### config.mk
export PLATFORM = sky130hd
export DESIGN_NAME = evt_capture
export DESIGN_NICKNAME = d
export VERILOG_FILES = /design/src/rtl/evt_capture_pkg.sv /design/src/rtl/evt_sync_edge.sv /design/src/rtl/evt_pin_mux.sv /design/src/rtl/evt_store.sv /design/src/rtl/evt_regs.sv /design/src/rtl/evt_capture.sv
export SDC_FILE = /design/constraint.sdc
export NUM_CORES = 1
export LEC_CHECK = 0
export BUFFER_PORTS_ARGS = -buffer_cell sky130_fd_sc_hd__buf_2
export CORE_ASPECT_RATIO = 0.6
export CORE_MARGIN = 10
export CORE_UTILIZATION = 59
export DETAILED_ROUTE_END_ITERATION = 8
export GPL_TIMING_DRIVEN = 0
export PLACE_DENSITY_LB_ADDON = 0.05
export REMOVE_ABC_BUFFERS = 1
export SLEW_MARGIN = 30
export SYNTH_ARGS = -nofsm -noshare
export SYNTH_HDL_FRONTEND = slang
export SYNTH_SLANG_ARGS = --single-unit
### constraint.sdc
create_clock -name clk -period 4.05 [get_ports clk]
set_clock_uncertainty 0.2 [all_clocks]
set_input_delay 0.2025 -clock clk [delete_from_list [all_inputs] [get_ports clk]]
set_output_delay 0.2025 -clock clk [all_outputs]
set_load 0.02 [all_outputs]
### src/rtl/evt_capture_pkg.sv
package evt_capture_pkg;
  localparam int DW         = 8;
  localparam int AW         = 3;
  localparam int PORT_FLD_W = 3;
  localparam int STAT_VALID_BIT = 0;

  localparam logic [AW-1:0] ADDR_CTRL     = 3'd0;
  localparam logic [AW-1:0] ADDR_STAT     = 3'd1;
  localparam logic [AW-1:0] ADDR_CAP_BASE = 3'd4;

  // Address of capture byte k
  function automatic logic [AW-1:0] cap_byte_addr(input int k);
    return ADDR_CAP_BASE + AW'(k);
  endfunction
endpackage

### src/rtl/evt_sync_edge.sv
module evt_sync_edge #(
  parameter int N = 32
) (
  input  logic         clk,
  input  logic         rst_n,
  input  logic [N-1:0] raw,
  output logic [N-1:0] rise
);
  // Per line: [0] first sync stage, [1] synchronised level, [2] previous level
  for (genvar g = 0; g < N; g++) begin : g_line
    logic [2:0] sh;
    always_ff @(posedge clk or negedge rst_n) begin
      if (!rst_n) sh <= '0;
      else        sh <= {sh[1:0], raw[g]};
    end
    assign rise[g] = sh[1] & ~sh[2];

    // an edge is reported only for a level that was low one cycle earlier
    p_edge_from_low_r10: assert property (@(posedge clk) disable iff (!rst_n)
      rise[g] |=> !rise[g]);
  end
endmodule

### src/rtl/evt_pin_mux.sv
module evt_pin_mux
  import evt_capture_pkg::*;
#(
  parameter int PORTS = 4,
  parameter int PINS  = 8,
  localparam int PIN_W = $clog2(PINS),
  localparam int NPIN  = PORTS * PINS,
  localparam int IDX_W = $clog2(NPIN)
) (
  input  logic                  clk,
  input  logic                  rst_n,
  input  logic [NPIN-1:0]       rise_vec,
  input  logic [PORT_FLD_W-1:0] port_sel,
  input  logic [PIN_W-1:0]      pin_sel,
  output logic                  sel_legal,
  output logic                  sel_rise
);
  function automatic logic legal_sel(input logic [PORT_FLD_W-1:0] p,
                                     input logic [PIN_W-1:0] n);
    return (int'(p) < PORTS) && (n != '0);
  endfunction

  function automatic logic [IDX_W-1:0] flat_index(input logic [PORT_FLD_W-1:0] p,
                                                  input logic [PIN_W-1:0] n);
    return IDX_W'(int'(p) * PINS + int'(n));
  endfunction

  logic [IDX_W-1:0] idx;
  assign idx       = flat_index(port_sel, pin_sel);
  assign sel_legal = legal_sel(port_sel, pin_sel);
  assign sel_rise  = sel_legal ? rise_vec[idx] : 1'b0;

  p_port_inhibit_r4: assert property (@(posedge clk) disable iff (!rst_n)
    (int'(port_sel) >= PORTS) |-> !sel_rise);
  p_pin_inhibit_r5: assert property (@(posedge clk) disable iff (!rst_n)
    (pin_sel == '0) |-> !sel_rise);
endmodule

### src/rtl/evt_store.sv
module evt_store #(
  parameter int TW = 32
) (
  input  logic          clk,
  input  logic          rst_n,
  input  logic [TW-1:0] timer,
  input  logic          sel_rise,
  input  logic          clr_req,
  output logic [TW-1:0] cap_q,
  output logic          valid_q
);
  logic take_evt;
  assign take_evt = sel_rise & ~valid_q & ~clr_req;

  always_ff @(posedge clk or negedge rst_n) begin
    if (!rst_n) begin
      cap_q   <= '0;
      valid_q <= 1'b0;
    end else begin
      if (take_evt) cap_q <= timer;
      if (clr_req)       valid_q <= 1'b0;
      else if (take_evt) valid_q <= 1'b1;
    end
  end

  p_capture_r3: assert property (@(posedge clk) disable iff (!rst_n)
    (sel_rise && !valid_q && !clr_req) |=> (valid_q && cap_q == $past(timer)));
  p_set_cause_r3: assert property (@(posedge clk) disable iff (!rst_n)
    $rose(valid_q) |-> $past(sel_rise));
  p_hold_r6: assert property (@(posedge clk) disable iff (!rst_n)
    (valid_q && !clr_req) |=> (valid_q && $stable(cap_q)));
  p_clear_wins_r8: assert property (@(posedge clk) disable iff (!rst_n)
    clr_req |=> (!valid_q && $stable(cap_q)));
endmodule

### src/rtl/evt_regs.sv
module evt_regs
  import evt_capture_pkg::*;
#(
  parameter int TW    = 32,
  parameter int PIN_W = 3,
  localparam int CTRL_W = PORT_FLD_W + PIN_W,
  localparam int NBYTES = TW / 8
) (
  input  logic                  clk,
  input  logic                  rst_n,
  input  logic [AW-1:0]         addr,
  input  logic                  wr,
  input  logic [DW-1:0]         wdata,
  input  logic [TW-1:0]         cap_q,
  input  logic                  valid_q,
  output logic [PORT_FLD_W-1:0] port_sel,
  output logic [PIN_W-1:0]      pin_sel,
  output logic                  clr_req,
  output logic [DW-1:0]         rdata
);
  logic [CTRL_W-1:0] ctrl_q;
  logic              unused_wbits;

  assign unused_wbits = ^wdata[DW-1:CTRL_W];

  always_ff @(posedge clk or negedge rst_n) begin
    if (!rst_n)                        ctrl_q <= '0;
    else if (wr && addr == ADDR_CTRL)  ctrl_q <= wdata[CTRL_W-1:0];
  end

  assign port_sel = ctrl_q[CTRL_W-1:PIN_W];
  assign pin_sel  = ctrl_q[PIN_W-1:0];
  assign clr_req  = wr && (addr == ADDR_STAT) && wdata[STAT_VALID_BIT];

  always_comb begin
    rdata = '0;
    if (addr == ADDR_CTRL) rdata[CTRL_W-1:0] = ctrl_q;
    if (addr == ADDR_STAT) rdata[STAT_VALID_BIT] = valid_q;
    for (int k = 0; k < NBYTES; k++) begin
      if (addr == cap_byte_addr(k)) rdata = cap_q[8*k +: 8];
    end
  end

  p_ctrl_hi_zero_r2: assert property (@(posedge clk) disable iff (!rst_n)
    (addr == ADDR_CTRL) |-> (rdata[DW-1:CTRL_W] == '0));
  p_ctrl_write_r2: assert property (@(posedge clk) disable iff (!rst_n)
    (wr && addr == ADDR_CTRL) |=> ({port_sel, pin_sel} == $past(wdata[CTRL_W-1:0])));
  p_zero_write_keeps_r7: assert property (@(posedge clk) disable iff (!rst_n)
    (wr && addr == ADDR_STAT && !wdata[STAT_VALID_BIT]) |-> !clr_req);
endmodule

### src/rtl/evt_capture.sv
module evt_capture
  import evt_capture_pkg::*;
#(
  parameter int PORTS = 4,
  parameter int PINS  = 8,
  parameter int TW    = 32,
  localparam int PIN_W = $clog2(PINS),
  localparam int NPIN  = PORTS * PINS
) (
  input  logic            clk,
  input  logic            rst_n,
  input  logic [TW-1:0]   timer_val,
  input  logic [NPIN-1:0] pin_in,
  input  logic [AW-1:0]   bus_addr,
  input  logic            bus_wr,
  input  logic [DW-1:0]   bus_wdata,
  output logic [DW-1:0]   bus_rdata
);
  logic [NPIN-1:0]       rise_vec;
  logic [PORT_FLD_W-1:0] port_sel;
  logic [PIN_W-1:0]      pin_sel;
  logic                  sel_legal;
  logic                  sel_rise;
  logic                  clr_req;
  logic [TW-1:0]         cap_q;
  logic                  valid_q;

  evt_sync_edge #(.N(NPIN)) u_sync (
    .clk(clk), .rst_n(rst_n), .raw(pin_in), .rise(rise_vec)
  );

  evt_pin_mux #(.PORTS(PORTS), .PINS(PINS)) u_mux (
    .clk(clk), .rst_n(rst_n), .rise_vec(rise_vec),
    .port_sel(port_sel), .pin_sel(pin_sel),
    .sel_legal(sel_legal), .sel_rise(sel_rise)
  );

  evt_store #(.TW(TW)) u_store (
    .clk(clk), .rst_n(rst_n), .timer(timer_val), .sel_rise(sel_rise),
    .clr_req(clr_req), .cap_q(cap_q), .valid_q(valid_q)
  );

  evt_regs #(.TW(TW), .PIN_W(PIN_W)) u_regs (
    .clk(clk), .rst_n(rst_n), .addr(bus_addr), .wr(bus_wr), .wdata(bus_wdata),
    .cap_q(cap_q), .valid_q(valid_q), .port_sel(port_sel), .pin_sel(pin_sel),
    .clr_req(clr_req), .rdata(bus_rdata)
  );

  // an inhibit code never lets the flag rise
  p_no_set_when_inhibited_r4: assert property (@(posedge clk) disable iff (!rst_n)
    (!sel_legal && !valid_q) |=> !valid_q);
endmodule

==> metrics.txt, run 1 <==
Synth cell types 45; Fin Setup TNS 0 ns; final setup fails 0; ranking of synthesized cells by area dfrtp_1 72%, mux2_2 9.3%, mux4_2 1.4%, nor2_1 1.3%, buf_6 1.2%; Fillers 377; GR Util All Layers 20.1%; final core utilization 85.6%; syn avg cell area 15.7 sq um; diodes inserted 0; worst skew pair latency 0.42 ns; Clock Sinks 135; row count 25; GR Util met1 22.2%; CTS resizes 0; num ports 86; pin count of the biggest net entering global routing 82; ys async rst share 100%; Initial DRC Count 147; CTS tree built; Yosys warning count 0; Gate power share 15.1%; worst slew pin tran 0.906 ns; Final Critical Period 3.65 ns; first-pass GRT wire length 18.2 mm; GR peak layer met2; Sw Share 23.3%; Clock Tree Buf Depth 2; DRC viols 0; Max-slew headroom 39.6%; crit path DAT 3.73 ns; synth-to-layout area growth 41.7%; CP Class reg -> reg; Routed Antenna Nets 0; DIE AREA 12,100 sq um; routed length per placed instance 19.4 um; Nets 542; initial antenna violation count 0; hold crit path type in -> async; Mapped Cells 301; area of the mapped netlist 4720 sq um; Post-synth top flop dfrtp_1; layout cells sized above 1 34.4%; clk slew on worst S/H paths 0.06 ns; Area after DPL 5250 sq um; WL final 11.4 mm; Starting Density 60.4%; Leak 0.00303 uW; Non-Filler Cell Area, Final 6700 sq um; Critical Path RT 4.13 ns; Hold Fails Final Rpt 0; I/O Buffers 83; VDD IR max 0.415 mV; crit-path max FO 26; fmax 274 MHz; max-capacitance violation count 0; Pre-antenna DRT Iters 4; Slew Limit Fails 0; CTS H-Tree Depth 4; met2 usage 36.0%; clock root buffer clkbuf_16; routed vias/inst 5.29; Pwr Density 633 nW/um^2; total gr overflow 0; Min Hold Slack 0.0887 ns; HPWL Detailed 6.19 mm; outcome finished clean; die width 136 um; RSZ-0062 raised after global routing false; NetSw 986 uW; number of synthesized flops with an enable pin 0; CP endpoint kind flop; Final Cycle Share 90.0%; vias in the first global route 3,524; met3 Use GR 7.46%; Clk pwr share 43.9%; startpoint types flop; Reg area 3380 sq um; multi-input combinational cell area 1230 sq um; post-synthesis register bit count 135; Chip Height 89.3 um; leading area contributor after synthesis dfrtp_1; P_int 3250 uW; vias 3,092; Core ar. 7820 sq um; Seq pwr share 41.0%; total CTS buffers 17; register area share after synthesis 71.5%; global placement routability congestion 0.745; Yosys top cell area share 71.5%
==> area by class of cell <==
class	instances	share of cell area (%)
sequential	135	50.5
multi-input combinational	146	18.4
timing repair buffer	157	17.9
clock buffer	19	6.77
clock inverter	13	4.07
tap	108	2.02
inverter	7	0.392
==> cells in the final DEF, fill, tap and decap left out, types with 3 or more instances in the layout <==
cell type,n
mux2i_1,5
dlygate4sd3_1,72
nor2b_1,5
nand2_1,5
a211oi_1,3
a21oi_1,9
o21ai_0,3
buf_2,82
clkinv_2,3
dfrtp_1,135
mux4_2,3
bufinv_16,8
inv_1,7
nor3b_1,6
o22ai_1,5
and3b_1,3
nand3b_1,4
nand2b_1,3
mux2_1,3
mux2_2,39
clkbuf_16,17
nor2_1,16
a221oi_1,5
==> logic make-up after synthesis <==
kind of cell	synth area share, %
DFF	71.5
and+or+nand+nor	6.94
muxes	12.5
AOI/OAI and AO/OA	6.57
buffers and inverters	2.49
==> state kept, by name, indices dropped and copies added, names as in the netlist <==
signal / flops
u_regs.ctrl_q: 6
u_sync.g_line.sh: 96
u_store.valid_q: 1
u_store.cap_q: 32
==> critical path, cell delays in order, from the launching register on <==
cell	delay (ns)
dfrtp_1	0.71
or3b_1	0.54
o2111a_1	0.17
nor4_1	0.38
nand4_1	0.27
a21oi_4	0.65
buf_16	0.23
mux2_2	0.35
==> final timing paths <==
kind / from / end / slack (ns) / cells after the start
setup / recovery: u_regs.ctrl_q[0] / u_store.cap_q[9] / 0.40 / 7
hold / removal: rst_n / u_sync.g_line[22].sh[0] / 0.09 / 2
setup reg to reg: u_regs.ctrl_q[0] / u_store.cap_q[9] / 0.40 / 7
hold reg to reg: u_sync.g_line[18].sh[0] / u_sync.g_line[18].sh[1] / 0.14 / 0
max in group asynchronous: rst_n / u_store.cap_q[2] / 2.85 / 3
min in group clk: u_sync.g_line[18].sh[0] / u_sync.g_line[18].sh[1] / 0.14 / 0
==> per-layer routing <==
layer | share of wire, % | vias up | routed length, um
li1 | - | 1404 | -
met1 | 41 | 1590 | 4640
met2 | 54 | 88 | 6090
met3 | 5.0 | 10 | 568
met4 | 0.63 | 0 | 72
met5 | 0 | - | 0
==> per-stage QoR <==
stage,power [uW],cells,setup WS [ns]
2_1_floorplan,2090,288,1.14
3_3_place_gp,2260,479,0.480
3_5_place_dp,2300,481,0.573
4_1_cts,4240,585,0.439
5_1_grt,4400,585,0.296
6_report,4240,585,0.403
==> power groups by stage <==
| stage | clock (uW) | combinational (uW) | sequential [uW] |
|---|---|---|---|
| 2_1_floorplan | 0 | 398 | 1690 |
| 3_3_place_gp | 0 | 528 | 1730 |
| 3_5_place_dp | 0 | 557 | 1740 |
| 4_1_cts | 1880 | 628 | 1730 |
| 5_1_grt | 1940 | 687 | 1770 |
| 6_report | 1860 | 639 | 1740 |
==> synth_stat cells, types with 2 or more instances <==
| cell type | n |
|---|---|
| mux2_2 | 39 |
| o22ai_1 | 5 |
| nand4_1 | 2 |
| clkbuf_1 | 3 |
| nor2_1 | 16 |
| mux2i_1 | 5 |
| buf_6 | 5 |
| inv_1 | 7 |
| nor3_1 | 2 |
| nand3_1 | 2 |
| o21ai_0 | 3 |
| nor2b_1 | 5 |
| and3b_1 | 3 |
| or3b_1 | 2 |
| a21oi_1 | 9 |
| mux4_2 | 3 |
| nand2_1 | 5 |
| nand2b_1 | 3 |
| nand3b_1 | 4 |
| nor3b_1 | 6 |
| a21o_1 | 2 |
| a211oi_1 | 3 |
| mux2_1 | 3 |
| dfrtp_1 | 135 |
| a221oi_1 | 5 |
| buf_2 | 4 |
| and2_1 | 2 |
==> what timing repair did <==
item / in CTS / in global routing
hold buffers: 72 / 0
hold endpoints to repair: 206 / 0
buffers inserted: 0 / 0
Note: power is estimated with default switching activity, not from simulation.
==> run 2: changes to the inputs <==
- REMOVE_ABC_BUFFERS: 1 -> unset
- SYNTH_HIERARCHICAL: unset -> 1
==> run 2 against run 1 <==
- first-iteration DRC count is 8.8% lower
- die area increased by 4.9%
- fmax up 35%
- design area is 2.4% higher
- cell count is 1.2% lower
- area after synthesis increased by 6.1%
- clock power down 24%
- sequential power decreased by 2%
- highest routed layer unchanged
==> metrics.txt, run 2 <==
most frequent cells after synthesis 135 x dfrtp_1, 39 x mux2_2, 32 x nor2b_4, 9 x mux2i_1, 8 x mux4_2 (was 135 x dfrtp_1, 39 x mux2_2, 16 x nor2_1, 9 x a21oi_1, 7 x inv_1); syn_nets 362; crit-path leading delay family multiplexers (was simple AND/OR/NAND/NOR gates); die width 139 um (was 136 um); I/O Buffers 81 (was 83); CTS tree built (unchanged); Sw Share 26.1% (was 23.3%); routed length per placed instance 18.4 um (was 19.4 um); Regs by FF count u_sync/g_line.sh (96), u_store/cap_q (32), u_regs/ctrl_q (6) (was u_sync.g_line.sh (96), u_store.cap_q (32), u_regs.ctrl_q (6)); most common cell in the netlist dfrtp_1 (unchanged); CTS resizes 0 (unchanged); launch point of the worst reg-to-reg path u_regs/ctrl_q[0] (was u_regs.ctrl_q[0]); Pwr Density 545 nW/um^2 (was 633 nW/um^2); DIE AREA 12,700 sq um (was 12,100 sq um); Slew Limit Fails 0 (unchanged); Hold Fails Final Rpt 0 (unchanged); Synth cell types 30 (was 45); Max-slew headroom 66.1% (was 39.6%); Critical path origin u_regs/ctrl_q[0] (was u_regs.ctrl_q[0]); RSZ-0062 raised after global routing false (unchanged); clock root buffer clkbuf_16 (unchanged); layout cells sized above 1 43.5% (was 34.4%); Yosys top cell area share 67.4% (was 71.5%); HPWL Detailed 6.43 mm (was 6.19 mm); hold-critical path endpoint u_store/valid_q; num ports 86 (unchanged); Mapped Cells 284 (was 301); Reg-to-Reg End u_store/cap_q[14] (was u_store.cap_q[9]); Clock Sinks 135 (unchanged); CP cell instances buf_6 -> mux4_2 -> mux2i_1 -> a22oi_1 -> and4_1 -> nor3b_4 -> buf_6 -> mux2_2 (was or3b_1 -> o2111a_1 -> nor4_1 -> nand4_1 -> a21oi_4 -> buf_16 -> mux2_2); routed vias/inst 4.99 (was 5.29); fmax 371 MHz (was 274 MHz); Post-CTS Setup Inserts 0 (unchanged); Leak 0.00318 uW (was 0.00303 uW); Critical Path RT 4.14 ns (was 4.13 ns); Nets 534 (was 542); hold buffer count at cts 71 (was 72); largest reg by FF count u_sync/g_line.sh (was u_sync.g_line.sh); CP bufs+invs 2 (was 1); Gate power share 16.7% (was 15.1%); vias in the first global route 3,482 (was 3,524); Post-synth top flop dfrtp_1 (unchanged); final setup fails 0 (unchanged); Clk pwr share 37.9% (was 43.9%); CP max stage cell dfrtp_1 (unchanged); first-pass GRT wire length 17.9 mm (was 18.2 mm); r2r worst-path depth 8 (was 7); number of synthesized flops with an enable pin 0 (unchanged); P_int 2760 uW (was 3250 uW); commonest non-fill, non-tap cells in the layout 135 x dfrtp_1, 81 x buf_2, 71 x dlygate4sd3_1 (was 135 x dfrtp_1, 82 x buf_2, 72 x dlygate4sd3_1); Hold Crit Depth 3; startpoint types flop (unchanged); CP max stage delay 0.41 ns (was 0.71 ns); DRC viols 0 (unchanged); syn avg cell area 17.6 sq um (was 15.7 sq um); Initial DRC Count 134 (was 147); register area share after synthesis 67.4% (was 71.5%); GR Util All Layers 17.7% (was 20.1%); total CTS buffers 17 (unchanged); Final Cycle Share 66.6% (was 90.0%); Hold Crit Start bus_wr; worst slew pin tran 0.509 ns (was 0.906 ns); CP most frequent cell buf_6; initial antenna violation count 1 (was 0); R2R setup slack 1.35 ns (was 0.40 ns); Seq pwr share 45.5% (was 41.0%); final core utilization 85.0% (was 85.6%); hold crit path type in -> reg (was in -> async); Routed Antenna Nets 0 (unchanged); Yosys warning count 6 (was 0); crit-path max FO 10 (was 26); global placement routability congestion 0.833 (was 0.745); row count 25 (unchanged); ys async rst share 100% (unchanged); ranking of synthesized cells by area dfrtp_1 67%, nor2b_4 8.8%, mux2_2 8.8%, mux4_2 3.6%, mux2i_1 1.8% (was dfrtp_1 72%, mux2_2 9.3%, mux4_2 1.4%, nor2_1 1.3%, buf_6 1.2%); max-capacitance violation count 0 (unchanged); outcome finished clean (unchanged); VDD IR max 0.369 mV (was 0.415 mV); Core ar. 8070 sq um (was 7820 sq um); pin count of the biggest net entering global routing 82 (unchanged); post-synthesis register bit count 135 (unchanged); area of the mapped netlist 5010 sq um (was 4720 sq um); Reg area 3380 sq um (unchanged); total gr overflow 0 (unchanged); leading area contributor after synthesis dfrtp_1 (unchanged); Clock Tree Buf Depth 2 (unchanged); vias 2,883 (was 3,092); CTS H-Tree Depth 4 (unchanged); clk slew on worst S/H paths 0.06 ns (about the same); Chip Height 91.4 um (was 89.3 um); CP endpoint kind flop (unchanged); Starting Density 62.1% (was 60.4%); Final Critical Period 2.70 ns (was 3.65 ns); most common cell after layout, fill and taps aside dfrtp_1 (unchanged); crit path DAT 2.79 ns (was 3.73 ns); multi-input combinational cell area 1530 sq um (was 1230 sq um); Fin Setup TNS 0 ns (unchanged); max reg flops 96 (unchanged); synth-to-layout area growth 36.9% (was 41.7%); WL final 10.6 mm (was 11.4 mm); Fillers 401 (was 377); NetSw 975 uW (was 986 uW); worst skew pair latency 0.41 ns (was 0.42 ns); Pre-antenna DRT Iters 4 (unchanged); CP Class reg -> reg (unchanged)
==> run 2: cell count changes after synthesis, sizes merged, moves of 4 or more <==
cell,before,now
nor2b,5,36
mux2i,5,9
mux4,3,10
a221oi,5,0
inv,7,0
nor3b,7,1
a21oi,10,6
nor2,16,6
==> run 2: power groups by stage <==
stage               clock network (uW)  registers, uW  logic [uW]
floorplan                            0           1670         411
global placement                     0           1700         533
detailed placement                   0           1710         557
CTS                               1440           1690         615
global route                      1520           1720         673
finish                            1410           1700         623
==> run 2: cells by family (layout without fill, tap and decap cells) <==
group	after synthesis	count (layout)	synth area share [%]
buffers and inverters	12	197	2.12
muxes	60	60	15.7
DFF	135	135	67.4
other	0	1	0
and+or+nand+nor	57	57	12.2
AOI/OAI and AO/OA	20	20	2.62
==> run 2: cell type report <==
| type | count | share of cell area (%) |
|---|---|---|
| Antenna cell | 1 | 0.0365 |
| Buffer | 11 | 1.50 |
| Clock buffer | 19 | 6.46 |
| Clock inverter | 13 | 1.64 |
| Inverter | 1 | 0.0547 |
| Multi-Input combinational cell | 137 | 22.3 |
| Sequential cell | 135 | 49.3 |
| Tap cell | 108 | 1.97 |
| Timing Repair Buffer | 153 | 16.8 |
==> run 2: worst max-delay path by stage <==
stage	end	depth (start not counted)
after floorplan	u_store/cap_q[1]	8
after global placement	u_store/cap_q[18]	1
after detailed placement	u_store/cap_q[5]	8
after CTS	u_store/cap_q[2]	8
after global routing	u_store/cap_q[18]	8
final	u_store/cap_q[14]	8
==> run 2: tightest hold or removal path, delay by kind of cell <==
kind                   cells  cell delay [ns]
buffers and inverters      1             0.09
and+or+nand+nor            2             0.31
==> run 2: routing by layer <==
metal	vias up	global-route usage, %	wire, um
li1	1337	-	-
met1	1452	21.5	4720
met2	81	28.8	5260
met3	13	5.25	513
met4	0	8.13	146
met5	-	0	0
==> run 2: stage by stage <==
step                power (uW)  instances  setup WS (ns)  cell area (sq um)  hold slack (ns)
global placement          2230        473          0.922               5550            0.110
global route              3910        578           1.24               6860           0.0447
finish                    3730        578           1.35               6860           0.0446
CTS                       3750        577           1.35               6860           0.0248
detailed placement        2270        474           1.36               5590          -0.0587
floorplan                 2080        284           1.67               5010           -0.293
==> run 3: changes to the inputs <==
- ABC_AREA: unset -> 1
- CORE_UTILIZATION: 59 -> 55
- clock period: 4.05 -> 2.6 ns (I/O delays scaled with it)
==> run 3 against run 2 <==
- clock power up 60%
- area after synthesis up 0.80%
- sequential share of layout area down 1.3 points
- die area up 6.6%
- setup slack worse by 1.1 ns
- power up 58%
- via count up 37%
- critical path depth up 5
==> metrics.txt, run 3 <==
outcome finished clean (unchanged); CTS tree built (unchanged); crit-path max FO 10 (unchanged); first-pass GRT wire length 20.4 mm (was 17.9 mm); Final Cycle Share 91.4% (was 66.6%); CP bufs+invs 4 (was 2); dpl cells 690 (was 474); routed length per placed instance 15.3 um (was 18.4 um); WL final 12.3 mm (was 10.6 mm); CP Class reg -> reg (unchanged); Post-synth top flop dfrtp_1 (unchanged); Mapped Cells 494 (was 284); Area after DPL 5640 sq um (was 5590 sq um); CP most frequent cell nand3_1 (was buf_6); final core utilization 80.9% (was 85.0%); routed vias/inst 4.90 (was 4.99); Core ar. 8720 sq um (was 8070 sq um); global placement routability congestion 0.894 (was 0.833); Yosys top cell area share 66.9% (was 67.4%); DIE AREA 13,500 sq um (was 12,700 sq um); Pre-antenna DRT Iters 4 (unchanged); launch point of the worst reg-to-reg path u_regs/ctrl_q[1] (was u_regs/ctrl_q[0]); crit-path leading delay family simple AND/OR/NAND/NOR gates (was multiplexers); Regs by FF count u_sync/g_line.sh (96), u_store/cap_q (32), u_regs/ctrl_q (6) (unchanged); Fin Setup TNS 0 ns (unchanged); most common cell in the netlist nand2_1 (was dfrtp_1); Slew Limit Fails 0 (unchanged); Final Critical Period 2.38 ns (was 2.70 ns); total gr overflow 0 (unchanged); pin count of the biggest net entering global routing 70 (was 82); syn_nets 572 (was 362); max-capacitance violation count 0 (unchanged); most common cell after layout, fill and taps aside nand2_1 (was dfrtp_1); worst skew pair latency 0.41 ns (about the same); Non-Filler Cell Area, Final 7050 sq um (was 6860 sq um); Hold Fails Final Rpt 0 (unchanged); synth-to-layout area growth 39.6% (was 36.9%); hold crit path type in -> async (was in -> reg); final setup fails 0 (unchanged); Clock Sinks 135 (unchanged); Reg-to-Reg End u_store/cap_q[3] (was u_store/cap_q[14]); largest reg by FF count u_sync/g_line.sh (unchanged); total CTS buffers 17 (unchanged); commonest non-fill, non-tap cells in the layout 142 x nand2_1, 135 x dfrtp_1, 86 x buf_2 (was 135 x dfrtp_1, 81 x buf_2, 71 x dlygate4sd3_1); CP max stage cell dfrtp_1 (unchanged); Place WS 0.354 ns (was 1.36 ns); Crit path depth 13 (was 8); crit path DAT 2.52 ns (was 2.79 ns); Starting Density 57.9% (was 62.1%); Initial DRC Count 313 (was 134); diodes inserted 0 (was 1); row count 26 (was 25); DRC viols 0 (unchanged); HPWL Detailed 7.89 mm (was 6.43 mm); num ports 86 (unchanged); fmax 421 MHz (was 371 MHz); initial antenna violation count 0 (was 1); Fillers 543 (was 401); number of synthesized flops with an enable pin 0 (unchanged); most frequent cells after synthesis 142 x nand2_1, 135 x dfrtp_1, 69 x nand3_1, 62 x inv_1, 33 x nor2_2 (was 135 x dfrtp_1, 39 x mux2_2, 32 x nor2b_4, 9 x mux2i_1, 8 x mux4_2); GR Util All Layers 19.6% (was 17.7%); Yosys warning count 6 (unchanged); Clock Tree Buf Depth 2 (unchanged); Finished Layout Cells 806 (was 578); VDD IR max 0.540 mV (was 0.369 mV); Leak 0.00360 uW (was 0.00318 uW); Routed Antenna Nets 0 (unchanged); vias in the first global route 4,071 (was 3,482); clk slew on worst S/H paths 0.06 ns (about the same); RSZ-0062 raised after global routing false (unchanged); Chip Height 94.2 um (was 91.4 um); R2R setup slack 0.22 ns (was 1.35 ns); Critical Path RT 2.75 ns (was 4.14 ns); die width 144 um (was 139 um); Pwr Density 838 nW/um^2 (was 545 nW/um^2); leading area contributor after synthesis dfrtp_1 (unchanged); CTS resizes 0 (unchanged); area of the mapped netlist 5050 sq um (was 5010 sq um); I/O Buffers 83 (was 81); register area share after synthesis 66.9% (was 67.4%); CTS H-Tree Depth 4 (unchanged); Nets 759 (was 534); post-route setup slack 0.223 ns (was 1.35 ns); syn avg cell area 10.2 sq um (was 17.6 sq um); post-synthesis register bit count 135 (unchanged); ys async rst share 100% (unchanged); max reg flops 96 (unchanged); r2r worst-path depth 13 (was 8); startpoint types flop (unchanged); CP max stage delay 0.38 ns (was 0.41 ns); CP cell instances buf_4 -> clkinv_1 -> nand3_1 -> nand3_1 -> nand3_1 -> nand3_1 -> nand2_1 -> nor2_1 -> buf_2 -> nand2_2 -> buf_6 -> nand2_1 -> nand2_1 (was buf_6 -> mux4_2 -> mux2i_1 -> a22oi_1 -> and4_1 -> nor3b_4 -> buf_6 -> mux2_2); worst slew pin tran 0.503 ns (was 0.509 ns); vias 3,951 (was 2,883); Max-slew headroom 66.5% (was 66.1%); Synth cell types 22 (was 30); clock root buffer clkbuf_16 (unchanged); CP endpoint kind flop (unchanged); ranking of synthesized cells by area dfrtp_1 67%, nand2_1 11%, nand3_1 6.8%, inv_1 4.6%, nor2_2 4.1% (was dfrtp_1 67%, nor2b_4 8.8%, mux2_2 8.8%, mux4_2 3.6%, mux2i_1 1.8%); layout cells sized above 1 25.4% (was 43.5%)
[run 3: worst register-to-register path: stages (launching register included)]
cell and delay (ns):
dfrtp_1 0.38, buf_4 0.20, clkinv_1 0.28, nand3_1 0.18, nand3_1 0.14, nand3_1 0.12
nand3_1 0.07, nand2_1 0.07, nor2_1 0.04, buf_2 0.17, nand2_2 0.18, buf_6 0.17
nand2_1 0.07, nand2_1 0.06
[run 3: cell type report]
class                           instances  area, sq um  area share [%]
Buffer                                 13          103            1.46
Clock buffer                           19          443            6.28
Clock inverter                         13          123            1.74
Inverter                               66          248            3.51
Multi-Input combinational cell        280         1320            18.8
Sequential cell                       135         3380            47.9
Tap cell                              112          140            1.99
Timing Repair Buffer                  168         1290            18.3
[run 3: report_power, final]
part | switching (uW) | internal [uW] | leakage [uW]
Combinational | 604 | 427 | 0.00172
Clock | 899 | 1350 | 0.000266
Sequential | 198 | 2430 | 0.00161
[run 3: repair_timing]
action,in CTS,in global routing
endpoints found under the hold margin,206,0
setup buffers,0,0
hold buffers,84,0
[run 3: cell families after synthesis]
kind of cell	count (synthesis)	synth area share, %
buffers and inverters	79	6.94
DFF	135	66.9
and+or+nand+nor	272	25.0
AOI/OAI and AO/OA	8	1.14
[run 3: routing by layer]
layer	vias to the layer above	wire length, um	track usage [%]
met2	141	5680	30.2
met5	-	0	0
met1	1901	5550	26.2
met3	12	953	5.61
li1	1897	-	-
met4	0	112	6.18
[run 3: how the worst max path moves through the flow]
stage | endpoint | startpoint
finish | u_store/cap_q[3] | u_regs/ctrl_q[1]
CTS | u_regs/ctrl_q[5] | bus_addr[0]
global placement | u_store/cap_q[18] | rst_n
global route | u_store/cap_q[18] | u_regs/ctrl_q[1]
floorplan | u_store/valid_q | u_regs/ctrl_q[0]
detailed placement | u_store/cap_q[30] | u_regs/ctrl_q[1]
[run 3: metrics by stage]
stage          total power [uW]  hold slack [ns]
4_1_cts                    5920           0.0718
2_1_floorplan              3200           -0.366
3_3_place_gp               3500           0.0373
6_report                   5910           0.0643
5_1_grt                    6210            0.116
3_5_place_dp               3550          -0.0812
